--- config.mk ---
export PLATFORM = sky130hd
export DESIGN_NAME = smb_cfg_slave
export DESIGN_NICKNAME = d
export VERILOG_FILES = /design/src/rtl/smb_cfg_pkg.sv /design/src/rtl/smb_line_sync.sv /design/src/rtl/smb_reg_bank.sv /design/src/rtl/smb_cfg_slave.sv
export SDC_FILE = /design/constraint.sdc
export NUM_CORES = 1
export LEC_CHECK = 0
export BUFFER_PORTS_ARGS = -buffer_cell sky130_fd_sc_hd__buf_2
export CAP_MARGIN = 20
export CORE_ASPECT_RATIO = 0.5
export CORE_UTILIZATION = 50
export CTS_CLUSTER_SIZE = 24
export DETAILED_ROUTE_END_ITERATION = 7
export PLACE_DENSITY = 0.85
export SLEW_MARGIN = 25
export SYNTH_ARGS = -nofsm -noshare
export SYNTH_HDL_FRONTEND = slang
export SYNTH_SLANG_ARGS = --single-unit
--- constraint.sdc ---
create_clock -name clk -period 2.84 [get_ports clk]
set_clock_uncertainty 0.15 [all_clocks]
set_input_delay 0.568 -clock clk [delete_from_list [all_inputs] [get_ports clk]]
set_output_delay 0.568 -clock clk [all_outputs]
set_load 0.03 [all_outputs]
--- src/rtl/smb_cfg_pkg.sv ---
package smb_cfg_pkg;

  typedef enum logic [2:0] {
    ST_IDLE,
    ST_RX,
    ST_ACK,
    ST_TX,
    ST_TXACK
  } smb_state_t;

  typedef enum logic [1:0] {
    PH_ADDR,
    PH_CMD,
    PH_CNT,
    PH_WDATA
  } smb_phase_t;

endpackage

--- src/rtl/smb_line_sync.sv ---
module smb_line_sync #(
  parameter int STAGES = 2
) (
  input  logic clk,
  input  logic rst,
  input  logic scl_i,
  input  logic sda_i,
  output logic sda_s,
  output logic scl_rise,
  output logic scl_fall,
  output logic start_ev,
  output logic stop_ev
);

  logic [STAGES-1:0] scl_pipe;
  logic [STAGES-1:0] sda_pipe;
  logic              scl_q;
  logic              sda_q;
  logic              scl_s;

  generate
    if (STAGES == 1) begin : g_one
      always_ff @(posedge clk) begin
        if (rst) begin
          scl_pipe <= '1;
          sda_pipe <= '1;
        end else begin
          scl_pipe <= scl_i;
          sda_pipe <= sda_i;
        end
      end
    end else begin : g_many
      always_ff @(posedge clk) begin
        if (rst) begin
          scl_pipe <= '1;
          sda_pipe <= '1;
        end else begin
          scl_pipe <= {scl_pipe[STAGES-2:0], scl_i};
          sda_pipe <= {sda_pipe[STAGES-2:0], sda_i};
        end
      end
    end
  endgenerate

  always_ff @(posedge clk) begin
    if (rst) begin
      scl_q <= 1'b1;
      sda_q <= 1'b1;
    end else begin
      scl_q <= scl_s;
      sda_q <= sda_s;
    end
  end

  assign scl_s    = scl_pipe[STAGES-1];
  assign sda_s    = sda_pipe[STAGES-1];
  assign scl_rise = scl_s & ~scl_q;
  assign scl_fall = ~scl_s & scl_q;
  assign start_ev = scl_s & scl_q & sda_q & ~sda_s;
  assign stop_ev  = scl_s & scl_q & ~sda_q & sda_s;

endmodule

--- src/rtl/smb_reg_bank.sv ---
module smb_reg_bank #(
  parameter int                    NUM_REGS   = 8,
  parameter int                    ADDR_W     = 7,
  parameter logic [NUM_REGS*8-1:0] RESET_VALS = '0
) (
  input  logic                  clk,
  input  logic                  rst,
  input  logic                  wr_en,
  input  logic [ADDR_W-1:0]     wr_addr,
  input  logic [7:0]            wr_data,
  input  logic [ADDR_W-1:0]     rd_addr,
  output logic [7:0]            rd_data,
  output logic [NUM_REGS*8-1:0] regs_flat
);

  localparam int                IDX_W = (NUM_REGS > 1) ? $clog2(NUM_REGS) : 1;
  localparam logic [ADDR_W-1:0] LIMIT = ADDR_W'(NUM_REGS);

  logic [7:0] mem [NUM_REGS];

  always_ff @(posedge clk) begin
    if (rst) begin
      for (int i = 0; i < NUM_REGS; i++) begin
        mem[i] <= RESET_VALS[i*8 +: 8];
      end
    end else if (wr_en && (wr_addr < LIMIT)) begin
      mem[wr_addr[IDX_W-1:0]] <= wr_data;
    end
  end

  assign rd_data = (rd_addr < LIMIT) ? mem[rd_addr[IDX_W-1:0]] : 8'h00;

  generate
    for (genvar g = 0; g < NUM_REGS; g++) begin : g_flat
      assign regs_flat[g*8 +: 8] = mem[g];
    end
  endgenerate

endmodule

--- src/rtl/smb_cfg_slave.sv ---
module smb_cfg_slave
  import smb_cfg_pkg::*;
#(
  parameter int                    NUM_REGS    = 8,
  parameter logic [6:0]            DEV_ADDR    = 7'h69,
  parameter int                    SYNC_STAGES = 2,
  parameter logic [NUM_REGS*8-1:0] RESET_VALS  = 64'hC300_7EFF_FF10_2481
) (
  input  logic                  clk,
  input  logic                  rst,
  input  logic                  scl_i,
  input  logic                  sda_i,
  output logic                  sda_oe,
  output logic [NUM_REGS*8-1:0] cfg_regs
);

  localparam int          ADDR_W     = 7;
  localparam logic [7:0]  COUNT_BYTE = 8'(NUM_REGS);
  localparam logic [ADDR_W-1:0] PTR_MAX = '1;

  logic sda_s, scl_rise, scl_fall, start_ev, stop_ev;

  smb_state_t        state_q;
  smb_phase_t        phase_q;
  logic [3:0]        bitcnt_q;
  logic [7:0]        shreg_q;
  logic              rd_q;
  logic              blk_q;
  logic              first_q;
  logic [ADDR_W-1:0] ptr_q;
  logic              oe_q;

  logic              wr_en;
  logic [7:0]        rd_data;
  logic [7:0]        tx_byte;
  logic              byte_done;

  smb_line_sync #(.STAGES(SYNC_STAGES)) u_sync (
    .clk      (clk),
    .rst      (rst),
    .scl_i    (scl_i),
    .sda_i    (sda_i),
    .sda_s    (sda_s),
    .scl_rise (scl_rise),
    .scl_fall (scl_fall),
    .start_ev (start_ev),
    .stop_ev  (stop_ev)
  );

  smb_reg_bank #(
    .NUM_REGS   (NUM_REGS),
    .ADDR_W     (ADDR_W),
    .RESET_VALS (RESET_VALS)
  ) u_bank (
    .clk       (clk),
    .rst       (rst),
    .wr_en     (wr_en),
    .wr_addr   (ptr_q),
    .wr_data   (shreg_q),
    .rd_addr   (ptr_q),
    .rd_data   (rd_data),
    .regs_flat (cfg_regs)
  );

  assign byte_done = (state_q == ST_RX) && scl_fall && (bitcnt_q == 4'd8);
  assign wr_en     = byte_done && (phase_q == PH_WDATA) && !start_ev && !stop_ev;
  assign tx_byte   = first_q ? COUNT_BYTE : rd_data;
  assign sda_oe    = oe_q;

  always_ff @(posedge clk) begin
    if (rst) begin
      state_q  <= ST_IDLE;
      phase_q  <= PH_ADDR;
      bitcnt_q <= '0;
      shreg_q  <= '0;
      rd_q     <= 1'b0;
      blk_q    <= 1'b0;
      first_q  <= 1'b0;
      ptr_q    <= '0;
      oe_q     <= 1'b0;
    end else if (start_ev) begin
      state_q  <= ST_RX;
      phase_q  <= PH_ADDR;
      bitcnt_q <= '0;
      oe_q     <= 1'b0;
    end else if (stop_ev) begin
      state_q  <= ST_IDLE;
      oe_q     <= 1'b0;
    end else begin
      case (state_q)
        ST_RX: begin
          if (scl_rise && bitcnt_q != 4'd8) begin
            shreg_q  <= {shreg_q[6:0], sda_s};
            bitcnt_q <= bitcnt_q + 4'd1;
          end else if (byte_done) begin
            bitcnt_q <= '0;
            case (phase_q)
              PH_ADDR: begin
                if (shreg_q[7:1] == DEV_ADDR) begin
                  rd_q    <= shreg_q[0];
                  first_q <= blk_q;
                  phase_q <= PH_CMD;
                  oe_q    <= 1'b1;
                  state_q <= ST_ACK;
                end else begin
                  state_q <= ST_IDLE;
                end
              end
              PH_CMD: begin
                blk_q   <= ~shreg_q[7];
                ptr_q   <= shreg_q[7] ? shreg_q[6:0] : '0;
                phase_q <= shreg_q[7] ? PH_WDATA : PH_CNT;
                oe_q    <= 1'b1;
                state_q <= ST_ACK;
              end
              PH_CNT: begin
                phase_q <= PH_WDATA;
                oe_q    <= 1'b1;
                state_q <= ST_ACK;
              end
              default: begin
                if (blk_q && ptr_q != PTR_MAX) ptr_q <= ptr_q + 7'd1;
                oe_q    <= 1'b1;
                state_q <= ST_ACK;
              end
            endcase
          end
        end
        ST_ACK: begin
          if (scl_fall) begin
            bitcnt_q <= '0;
            if (rd_q) begin
              shreg_q <= tx_byte;
              oe_q    <= ~tx_byte[7];
              state_q <= ST_TX;
              if (first_q) first_q <= 1'b0;
              else if (blk_q && ptr_q != PTR_MAX) ptr_q <= ptr_q + 7'd1;
            end else begin
              oe_q    <= 1'b0;
              state_q <= ST_RX;
            end
          end
        end
        ST_TX: begin
          if (scl_fall) begin
            if (bitcnt_q == 4'd7) begin
              oe_q    <= 1'b0;
              state_q <= ST_TXACK;
            end else begin
              oe_q     <= ~shreg_q[6];
              shreg_q  <= {shreg_q[6:0], 1'b0};
              bitcnt_q <= bitcnt_q + 4'd1;
            end
          end
        end
        ST_TXACK: begin
          if (scl_rise && sda_s) begin
            state_q <= ST_IDLE;
          end else if (scl_fall) begin
            bitcnt_q <= '0;
            shreg_q  <= tx_byte;
            oe_q     <= ~tx_byte[7];
            state_q  <= ST_TX;
            if (first_q) first_q <= 1'b0;
            else if (blk_q && ptr_q != PTR_MAX) ptr_q <= ptr_q + 7'd1;
          end
        end
        default: begin
          oe_q <= 1'b0;
        end
      endcase
    end
  end

endmodule

==> results of run 1 <==
[synthesized netlist by cell type, drive strengths merged, types with 13 or more instances]
cell	n
a211oi	20
mux4	16
a21oi	21
nor4	17
nand2b	13
nand2	38
nor2	25
edfxtp	64
nor3	17
dfxtp	37
clkbuf	21
o21ai	13
[kinds of logic (layout without fill, tap and decap cells)]
logic type                 count (synthesis)  after routing  synth area share
AOI/OAI and AO/OA                        104            104             0.137
DFF                                      101            101             0.504
muxes                                     30             30            0.0976
adders and majority gates                  7              7            0.0166
buffers and inverters                     48            123            0.0365
xor gates and xnor gates                   3              3           0.00497
and+or+nand+nor                          188            188             0.203
[cell type report]
cell class | instances | area (µm²)
tap | 140 | 175
multi-input combinational | 332 | 2430
fill | 815 | 4090
clock buffer | 9 | 225
sequential | 101 | 2660
clock inverter | 7 | 100
inverter | 18 | 67.6
timing repair buffer | 89 | 498
[how the worst min path moves through the flow]
stage	start	slack [ns]	end
floorplan	u_sync.scl_pipe[0]	0.24	u_sync.scl_pipe[1]
global placement	u_sync.scl_pipe[0]	0.26	u_sync.scl_pipe[1]
detailed placement	u_sync.scl_pipe[0]	0.25	u_sync.scl_pipe[1]
CTS	sda_i	0.24	u_sync.sda_pipe[0]
global route	sda_i	0.24	u_sync.sda_pipe[0]
finish	sda_i	0.24	u_sync.sda_pipe[0]
[where the power goes]
| group | leakage, nW | internal [mW] | total (mW) | switching (mW) |
|---|---|---|---|---|
| Clock | 0.158 | 0.714 | 1.31 | 0.600 |
| Combinational | 1.10 | 0.0792 | 0.277 | 0.198 |
| Sequential | 0.925 | 1.61 | 1.65 | 0.0377 |
[what timing repair did]
| action | CTS | global route |
|---|---|---|
| setup endpoints to repair | 0 | 8 |
| hold buffers | 0 | 0 |
| resized for setup | 0 | 1 |
[layer usage]
metal	global-route usage	routed length [µm]
met5	0	0
met4	0.142	468
met3	0.0642	1430
met2	0.473	6990
met1	0.353	6010
[registers in the layout (all words and copies together), names as in the netlist, 2 cells and up, named ones only]
| signal | flops |
|---|---|
| state_q | 3 |
| bitcnt_q | 4 |
| phase_q | 2 |
| shreg_q | 8 |
| u_sync.sda_pipe | 2 |
| u_bank.mem | 64 |
| ptr_q | 7 |
| u_sync.scl_pipe | 2 |
[per-stage QoR]
| stage | area (µm²) | worst slack, ns | util |
|---|---|---|---|
| finish | 6160 | 0.265 | 0.601 |
| global route | 6160 | 0.0800 | 0.601 |
| CTS | 6160 | 0.244 | 0.601 |
| floorplan | 5280 | 0.0782 | - |
| global placement | 5830 | 0.344 | 0.569 |
| detailed placement | 5830 | 0.282 | 0.569 |
[cells in the final DEF (no fill, tap or decap), types with 11 or more instances in the layout]
master,n
buf_2,68
edfxtp_1,64
nand2_1,38
dfxtp_1,37
nor2_1,25
a21oi_1,21
buf_4,21
a211oi_1,20
nor3_1,16
mux4_2,16
nor4_1,16
o21ai_0,13
nand2b_1,13
nand3_1,11
inv_1,11
nand4_1,11
[critical path: stages (launching register included)]
cell	delay, ns
dfxtp_1	0.35
inv_1	0.07
ha_1	0.18
nand3b_1	0.21
nor3_4	0.29
nand4_1	0.17
buf_4	0.25
nor3b_2	0.20
or2_1	0.36
==> run_results.csv, run 1 <==
group,metric,value,unit
run_status,status,"completed",
yosys,synth-seq-cells,101,
timing,period_share,0.907,
clock_network,cts_buffers,9,
flow_run,cap_violations,0,
placement,place_congestion,0.906,
yosys,ys_warn_count,0,
critical_path,worst_setup_path_end_kind,"register",
worst_hold_path,hold_depth,2,
critical_path,r2r-start,"bitcnt_q[0]",
yosys,syn_avg_cell_area,11.0,µm²
clock_network,path_clk_slew,0.07,ns
floorplan,initial_utilization,0.516,
critical_path,startpoint,"bitcnt_q[0]",
clock_network,cts_tree,"done",
critical_path,ff2ff_path_depth,8,
clock_network,postCtsSetupRepairBufs,0,
clock_network,cts_htree_levels,3,
critical_path,crit_type,"reg -> reg",
timing,fmax,0.388,GHz
yosys,syn_area,5280,µm²
clock_network,cts.sinks,101,
yosys,synth_top_area_cell,"edfxtp_1",
timing,hold_violations,0,
worst_hold_path,hold_path.class,"in -> reg",
grt,grt_pass1_wl,23300,µm
timing,timing.setup.tns,0,ns
critical_path,start_kind,"register",
floorplan,fp.dieW,147,µm
final_layout,finalNetCount,562,
timing,setup_viol,0,
clock_network,cts_buffer_depth,2,
timing,rsz0062_at_grt,"no",
drt,viasPerCell,6.55,
grt,grt_max_degree,31,
placement,hpwl,10700,µm
yosys,netlist_instances,481,
drt,wire_per_inst,21.4,µm
yosys,synth_top_area_share,0.364,
power_and_ir_drop,peakVddDrop,0.379,mV
clock_network,ctsRootBufferMaster,"clkbuf_16",
timing,slew_headroom,0.492,
timing,fin_crit,2.58,ns
critical_path,worstSetupEndpoint,"u_bank.mem[4][3]",
power_and_ir_drop,design_power_total,3.24,mW
yosys,synth-edff-count,64,
critical_path,ff2ff_setup_slack,0.26,ns
floorplan,fp.dieArea,11000,µm²
floorplan,core_area,10200,µm²
drt,num_vias,4556,
critical_path,timing.rr.end,"u_bank.mem[4][3]",
timing,whs,0.245,ns
yosys,ys_seq_area_frac,0.504,
drt,drt-initial-drc-count,563,
grt,antenna_found_initial,0,
final_layout,areaGrowthSynthToFinish,16.7,%
placement,port_buffers,68,
floorplan,fp.dieH,74.7,µm
floorplan,num_rows,26,
timing,slew_viol_final,0,
yosys,synth.area.top_cells,"edfxtp_1, dfxtp_1, mux4_2",
critical_path,cp_data_arrival_time,2.44,ns
drt,routed_wl,14900,µm
timing,tightest_slew,0.759,ns
grt,track_usage,0.282,
yosys,synth_cell_types,71,
drt,first_pass_iters,7,
yosys,synthFlopType,"edfxtp_1",
drt,drcViolationCount,0,
drt,postRouteAntennaNets,0,
power_and_ir_drop,p_leak,2.18,nW
clock_network,clk_latency,0.36,ns
yosys,syn_nets,492,
grt,gr-total-overflow,0,
final_layout,drive_gt1_frac,0.263,
placement,dp.cells,680,
critical_path,worst-path-max-fanout,23,
final_layout,n_antenna_cell,0,
critical_path,required,2.71,ns
floorplan,io_pins,69,
yosys,async_flop_share,0,
power_and_ir_drop,powerDensity,525,nW/µm²
final_layout,stdcell_count,696,
grt,grt_pass1_vias,4287,
Power figures use the tool's default switching activity.
==> run 2: changes to the inputs <==
--- a/config.mk
+++ b/config.mk
@@ -15,4 +15,5 @@
 export SLEW_MARGIN = 25
 export SYNTH_ARGS = -nofsm -noshare
 export SYNTH_HDL_FRONTEND = slang
+export SYNTH_HIERARCHICAL = 1
 export SYNTH_SLANG_ARGS = --single-unit
==> run 2 against run 1 <==
Against the previous run: critical path depth rose by 1; cell count rose by 1.0%; count of clock-buffer cells in the layout is the same; non-clock buffer count grew 7; global-route usage decreased by 1.2 points; combinational power fell by 33%; sequential share of layout area is 1.0 points lower.
==> run_results.csv, run 2 <==
group,metric,value,unit
yosys,syn_avg_cell_area,11.0,µm²
floorplan,io_pins,69,
clock_network,cts_htree_levels,3,
worst_hold_path,hold_depth,2,
power_and_ir_drop,switchingPower,0.734,mW
power_and_ir_drop,p_leak,2.08,nW
floorplan,initial_utilization,0.534,
grt,antenna_found_initial,0,
timing,tightest_slew,0.668,ns
critical_path,worst-path-max-fanout,11,
clock_network,ctsRootBufferMaster,"clkbuf_16",
final_layout,areaGrowthSynthToFinish,18.0,%
drt,num_vias,4266,
final_layout,finalNetCount,574,
floorplan,fp.dieArea,10900,µm²
timing,fin_crit,2.78,ns
timing,period_share,0.980,
critical_path,crit_type,"reg -> reg",
clock_network,cts_tree,"done",
placement,port_buffers,68,
clock_network,cts.sinks,98,
yosys,synth_cell_types,64,
drt,first_pass_iters,5,
grt,grt_pass1_vias,4060,
critical_path,worst_setup_path_end_kind,"register",
timing,hold_violations,0,
power_and_ir_drop,p_comb_frac,0.063,
yosys,synth-edff-count,64,
drt,drt-initial-drc-count,461,
yosys,netlist_instances,477,
timing,setup_viol,0,
power_and_ir_drop,power_frac_seq,0.532,
timing,slew_headroom,0.551,
yosys,synth.most_common_cell,"edfxtp_1",
final_layout,top_register,"u_bank/mem",
yosys,async_flop_share,0,
clock_network,clk_latency,0.35,ns
final_layout,top_regs,"u_bank/mem: 64 flops, shreg_q: 8 flops, ptr_q: 7 flops",
final_layout,final_cell_mix,"buf_2, edfxtp_1, nor2_1, nand2_1, dfxtp_1",
placement,hpwl,10000,µm
drt,viasPerCell,6.07,
placement,place_congestion,0.963,
worst_hold_path,hold_path.class,"in -> reg",
final_layout,n_antenna_cell,0,
floorplan,num_rows,25,
floorplan,fp.dieW,147,µm
clock_network,path_clk_slew,0.07,ns
grt,gr-total-overflow,0,
yosys,syn_area,5230,µm²
timing,slew_viol_final,0,
critical_path,required,2.75,ns
power_and_ir_drop,netSwitchingFraction,0.249,
critical_path,cp_data_arrival_time,2.70,ns
timing,fmax,0.359,GHz
timing,timing.setup.tns,0,ns
critical_path,ff2ff_setup_slack,0.06,ns
clock_network,cts_buffer_depth,2,
power_and_ir_drop,design_power_total,2.94,mW
yosys,yosys-top-cells-count,"edfxtp_1, nor2_1, nand2_1",
yosys,ys_warn_count,6,
final_layout,layout_commonest_cell,"buf_2",
yosys,syn_nets,488,
yosys,synth-seq-cells,98,
flow_run,cap_violations,0,
run_status,status,"completed",
power_and_ir_drop,peakVddDrop,0.321,mV
grt,grt_pass1_wl,21900,µm
grt,grt_max_degree,27,
drt,wire_per_inst,20.1,µm
clock_network,cts_buffers,9,
yosys,synth_top_area_cell,"edfxtp_1",
yosys,synth_top_area_share,0.368,
floorplan,fp.dieH,74.3,µm
yosys,synth.area.top_cells,"edfxtp_1, dfxtp_1, mux4_2",
grt,track_usage,0.270,
critical_path,start_kind,"register",
yosys,ys_seq_area_frac,0.498,
critical_path,ff2ff_path_depth,9,
power_and_ir_drop,clock_power_share,0.405,
power_and_ir_drop,powerDensity,477,nW/µm²
drt,drcViolationCount,0,
final_layout,fillers,773,
floorplan,core_area,9790,µm²
final_layout,largest_reg_flops,64,
final_layout,drive_gt1_frac,0.301,
drt,routed_wl,14100,µm
yosys,synthFlopType,"edfxtp_1",
drt,postRouteAntennaNets,0,
timing,rsz0062_at_grt,"no",
power_and_ir_drop,p_int,2.21,mW
run 2: cell type report:
cell class                      count  area [µm²]  share of cell area
Timing Repair Buffer               96         554              0.0898
Sequential cell                    98        2600               0.422
Clock inverter                      7        61.3             0.00994
Multi-Input combinational cell    336        2470               0.401
Tap cell                          135         169              0.0274
Clock buffer                        9         225              0.0365
Inverter                           22        82.6              0.0134
run 2: cell families after synthesis:
family                     share of synthesized area
and+or+nand+nor                                0.257
DFF                                            0.498
AOI/OAI and AO/OA                              0.101
buffers and inverters                         0.0385
muxes                                         0.0847
adders and majority gates                     0.0168
xor gates and xnor gates                     0.00335
run 2: routing by layer:
| metal | wire (µm) | global-route usage | share of wire |
|---|---|---|---|
| met5 | 0 | 0 | 0 |
| met1 | 5780 | 0.346 | 0.41 |
| met4 | 255 | 0.0833 | 0.018 |
| met2 | 6680 | 0.449 | 0.47 |
| met3 | 1380 | 0.0822 | 0.098 |
run 2: timing repair:
action / 4_1_cts / 5_1_grt
hold buffers: 0 / 0
setup endpoints to repair: 8 / 88
setup buffers: 0 / 0
pin swaps: 0 / 5
gates resized for setup: 1 / 13
hold endpoints to repair: 0 / 0
run 2: worst max-delay path, stage by stage, from the launching register on:
cell,delay (ns)
dfxtp_2,0.34
inv_1,0.06
ha_2,0.17
nand4b_1,0.18
nor2_2,0.18
and3_1,0.20
or4b_4,0.50
buf_6,0.18
nor4_2,0.28
or2_4,0.25
run 2: worst paths after layout:
| path | startpoint | to |
|---|---|---|
| max | bitcnt_q[1] | u_bank/mem[0][2] |
| min reg2reg | u_sync/sda_pipe[0] | u_sync/sda_pipe[1] |
| min | scl_i | u_sync/scl_pipe[0] |
| max reg2reg | bitcnt_q[1] | u_bank/mem[0][2] |
run 2: stage by stage:
stage          utilization  cells  cell area [µm²]  hold WS [ns]  setup slack, ns
3_3_place_gp         0.596    687             5830         0.237            0.116
3_5_place_dp         0.596    687             5830         0.238           0.0349
2_1_floorplan            -    477             5230         0.233           0.0619
4_1_cts              0.625    703             6120         0.234          0.00694
6_report             0.630    703             6170         0.243           0.0556
5_1_grt              0.630    703             6170         0.239          0.00165
run 2: power by group through the flow:
stage / sequential (mW) / combinational [mW] / clock (mW)
finish: 1.56 / 0.186 / 1.19
global route: 1.57 / 0.197 / 1.26
CTS: 1.56 / 0.181 / 1.21
detailed placement: 1.60 / 0.179 / 0
global placement: 1.59 / 0.175 / 0
floorplan: 1.62 / 0.0851 / 0
==> run 3: changes to the inputs <==
--- a/config.mk
+++ b/config.mk
@@ -8,10 +8,10 @@
 export BUFFER_PORTS_ARGS = -buffer_cell sky130_fd_sc_hd__buf_2
 export CAP_MARGIN = 20
 export CORE_ASPECT_RATIO = 0.5
-export CORE_UTILIZATION = 50
+export CORE_UTILIZATION = 52
 export CTS_CLUSTER_SIZE = 24
 export DETAILED_ROUTE_END_ITERATION = 7
-export PLACE_DENSITY = 0.85
+export PLACE_DENSITY = 0.88
 export SLEW_MARGIN = 25
 export SYNTH_ARGS = -nofsm -noshare
 export SYNTH_HDL_FRONTEND = slang
==> run 3 against run 2 <==
Against the previous run: worst setup slack better by 0.0076 ns; routed wire length is 2.8% higher; cell area grew 0.41%; via count rose by 3.7%; sequential power about the same.
==> run_results.csv, run 3 (synthesis gave the netlist of run 2 again) <==
group,metric,value,unit
run_status,status,"completed",
floorplan,num_rows,25,
placement,place_congestion,0.944,
critical_path,crit_chain,"or3b_4 > nor2_2 > and3_1 > or4b_4 > or4_4 > or2_1",
drt,first_pass_iters,5,
critical_path,worst-path-max-fanout,5,
clock_network,ctsHoldBuffers,0,
drt,postRouteAntennaNets,0,
drt,num_vias,4424,
grt,grt_pass1_wl,21900,µm
final_layout,multi_input_area,2470,µm²
timing,fmax,0.360,GHz
placement,port_buffers,68,
timing,hold_violations,0,
final_layout,top_regs,"u_bank/mem: 64 flops, shreg_q: 8 flops, ptr_q: 7 flops",
final_layout,areaGrowthSynthToFinish,18.5,%
floorplan,initial_utilization,0.544,
floorplan,core_area,9600,µm²
grt,grt_max_degree,33,
critical_path,worst_setup_path_end_kind,"register",
critical_path,start_kind,"register",
final_layout,ff_latch_area,2600,µm²
grt,gr-total-overflow,0,
floorplan,fp.dieH,72.9,µm
grt,track_usage,0.281,
drt,drt-initial-drc-count,480,
drt,wire_per_inst,20.7,µm
clock_network,postCtsSetupRepairBufs,0,
critical_path,timing.rr.end,"u_bank/mem[5][4]",
drt,drcViolationCount,0,
timing,whs,0.248,ns
final_layout,fillers,714,
drt,viasPerCell,6.31,
clock_network,cts_htree_levels,3,
timing,period_share,0.978,
critical_path,required,2.79,ns
floorplan,io_pins,69,
final_layout,final_cell_mix,"buf_2, edfxtp_1, nor2_1, nand2_1, dfxtp_1",
power_and_ir_drop,peakVddDrop,0.300,mV
clock_network,clk_latency,0.35,ns
timing,setup_viol,0,
final_layout,layout_commonest_cell,"buf_2",
final_layout,n_antenna_cell,0,
flow_run,cap_violations,0,
drt,routed_wl,14500,µm
floorplan,fp.dieW,144,µm
clock_network,cts_tree,"done",
clock_network,ctsRootBufferMaster,"clkbuf_16",
timing,rsz0062_at_grt,"no",
timing,slew_headroom,0.533,
grt,antenna_found_initial,0,
clock_network,path_clk_slew,0.07,ns
clock_network,cts_buffers,9,
timing,fin_crit,2.78,ns
timing,timing.setup.tns,0,ns
final_layout,finalNetCount,572,
final_layout,drive_gt1_frac,0.293,
critical_path,cp_data_arrival_time,2.73,ns
placement,hpwl,10100,µm
floorplan,fp.dieArea,10500,µm²
final_layout,largest_reg_flops,64,
critical_path,ff2ff_path_depth,6,
grt,grt_pass1_vias,4102,
final_layout,top_register,"u_bank/mem",
worst_hold_path,hold_path.class,"in -> reg",
power_and_ir_drop,p_leak,2.08,nW
worst_hold_path,hold_depth,2,
critical_path,slowest_stage,"or4_4",
critical_path,crit_type,"reg -> reg",
worst_hold_path,hold-path-endpoint,"u_sync/scl_pipe[0]",
clock_network,cts.sinks,98,
power_and_ir_drop,powerDensity,493,nW/µm²
critical_path,ff2ff_setup_slack,0.06,ns
critical_path,r2r-start,"state_q[2]",
clock_network,cts_buffer_depth,2,
critical_path,max_stage_delay,0.55,ns
timing,tightest_slew,0.699,ns
timing,slew_viol_final,0,
worst_hold_path,hp-start,"scl_i",
-- run 3: worst max path at each step --
stage           startpoint                to  slack, ns
3_3_place_gp   bitcnt_q[1]  u_bank/mem[5][2]       0.15
4_1_cts        bitcnt_q[1]  u_bank/mem[1][0]       0.01
6_report        state_q[2]  u_bank/mem[5][4]       0.06
5_1_grt        bitcnt_q[1]  u_bank/mem[5][2]      0.004
2_1_floorplan   state_q[0]  u_bank/mem[7][0]       0.06
3_5_place_dp   bitcnt_q[1]  u_bank/mem[1][4]       0.03
-- run 3: layer usage --
| layer | vias up | track usage | routed length, µm |
|---|---|---|---|
| met5 | - | 0 | 0 |
| met4 | 0 | 0.0969 | 354 |
| met3 | 41 | 0.0696 | 1560 |
| met2 | 321 | 0.477 | 6910 |
| met1 | 2129 | 0.356 | 5670 |
| li1 | 1933 | - | - |
-- run 3: where the power goes --
part | internal (mW) | leakage, nW | switching, mW
combinational | 0.0583 | 1.10 | 0.127
clock | 0.709 | 0.152 | 0.593
sequential | 1.54 | 0.827 | 0.0277
-- run 3: through the flow --
step                      utilization  power (mW)  instance area, µm²  std cells  setup WS (ns)
after global routing            0.645        3.13                6190        701        0.00403
final                           0.645        3.05                6190        701         0.0632
after CTS                       0.640        3.06                6140        701         0.0117
after global placement          0.607        1.77                5830        685          0.147
after floorplan                     -        1.71                5230        477         0.0619
after detailed placement        0.607        1.77                5830        685         0.0264
-- run 3: worst max-delay path: cells and delay by family (launching register included) --
family        cells  cell delay (ns)
flops             1             0.32
simple gates      6             2.06
-- run 3: cell type report --
cell class / instances / area share
flip-flops and latches: 98 / 0.420
repair buffers: 94 / 0.0891
clock buffers: 9 / 0.0364
inverters: 22 / 0.0133
clock inverters: 7 / 0.0143
multi-input cells: 336 / 0.400
well taps: 135 / 0.0273
-- run 3: repair_timing --
action / in CTS / in global routing
setup endpoints to repair: 8 / 84
pin swaps: 0 / 5
gates resized for setup: 1 / 11
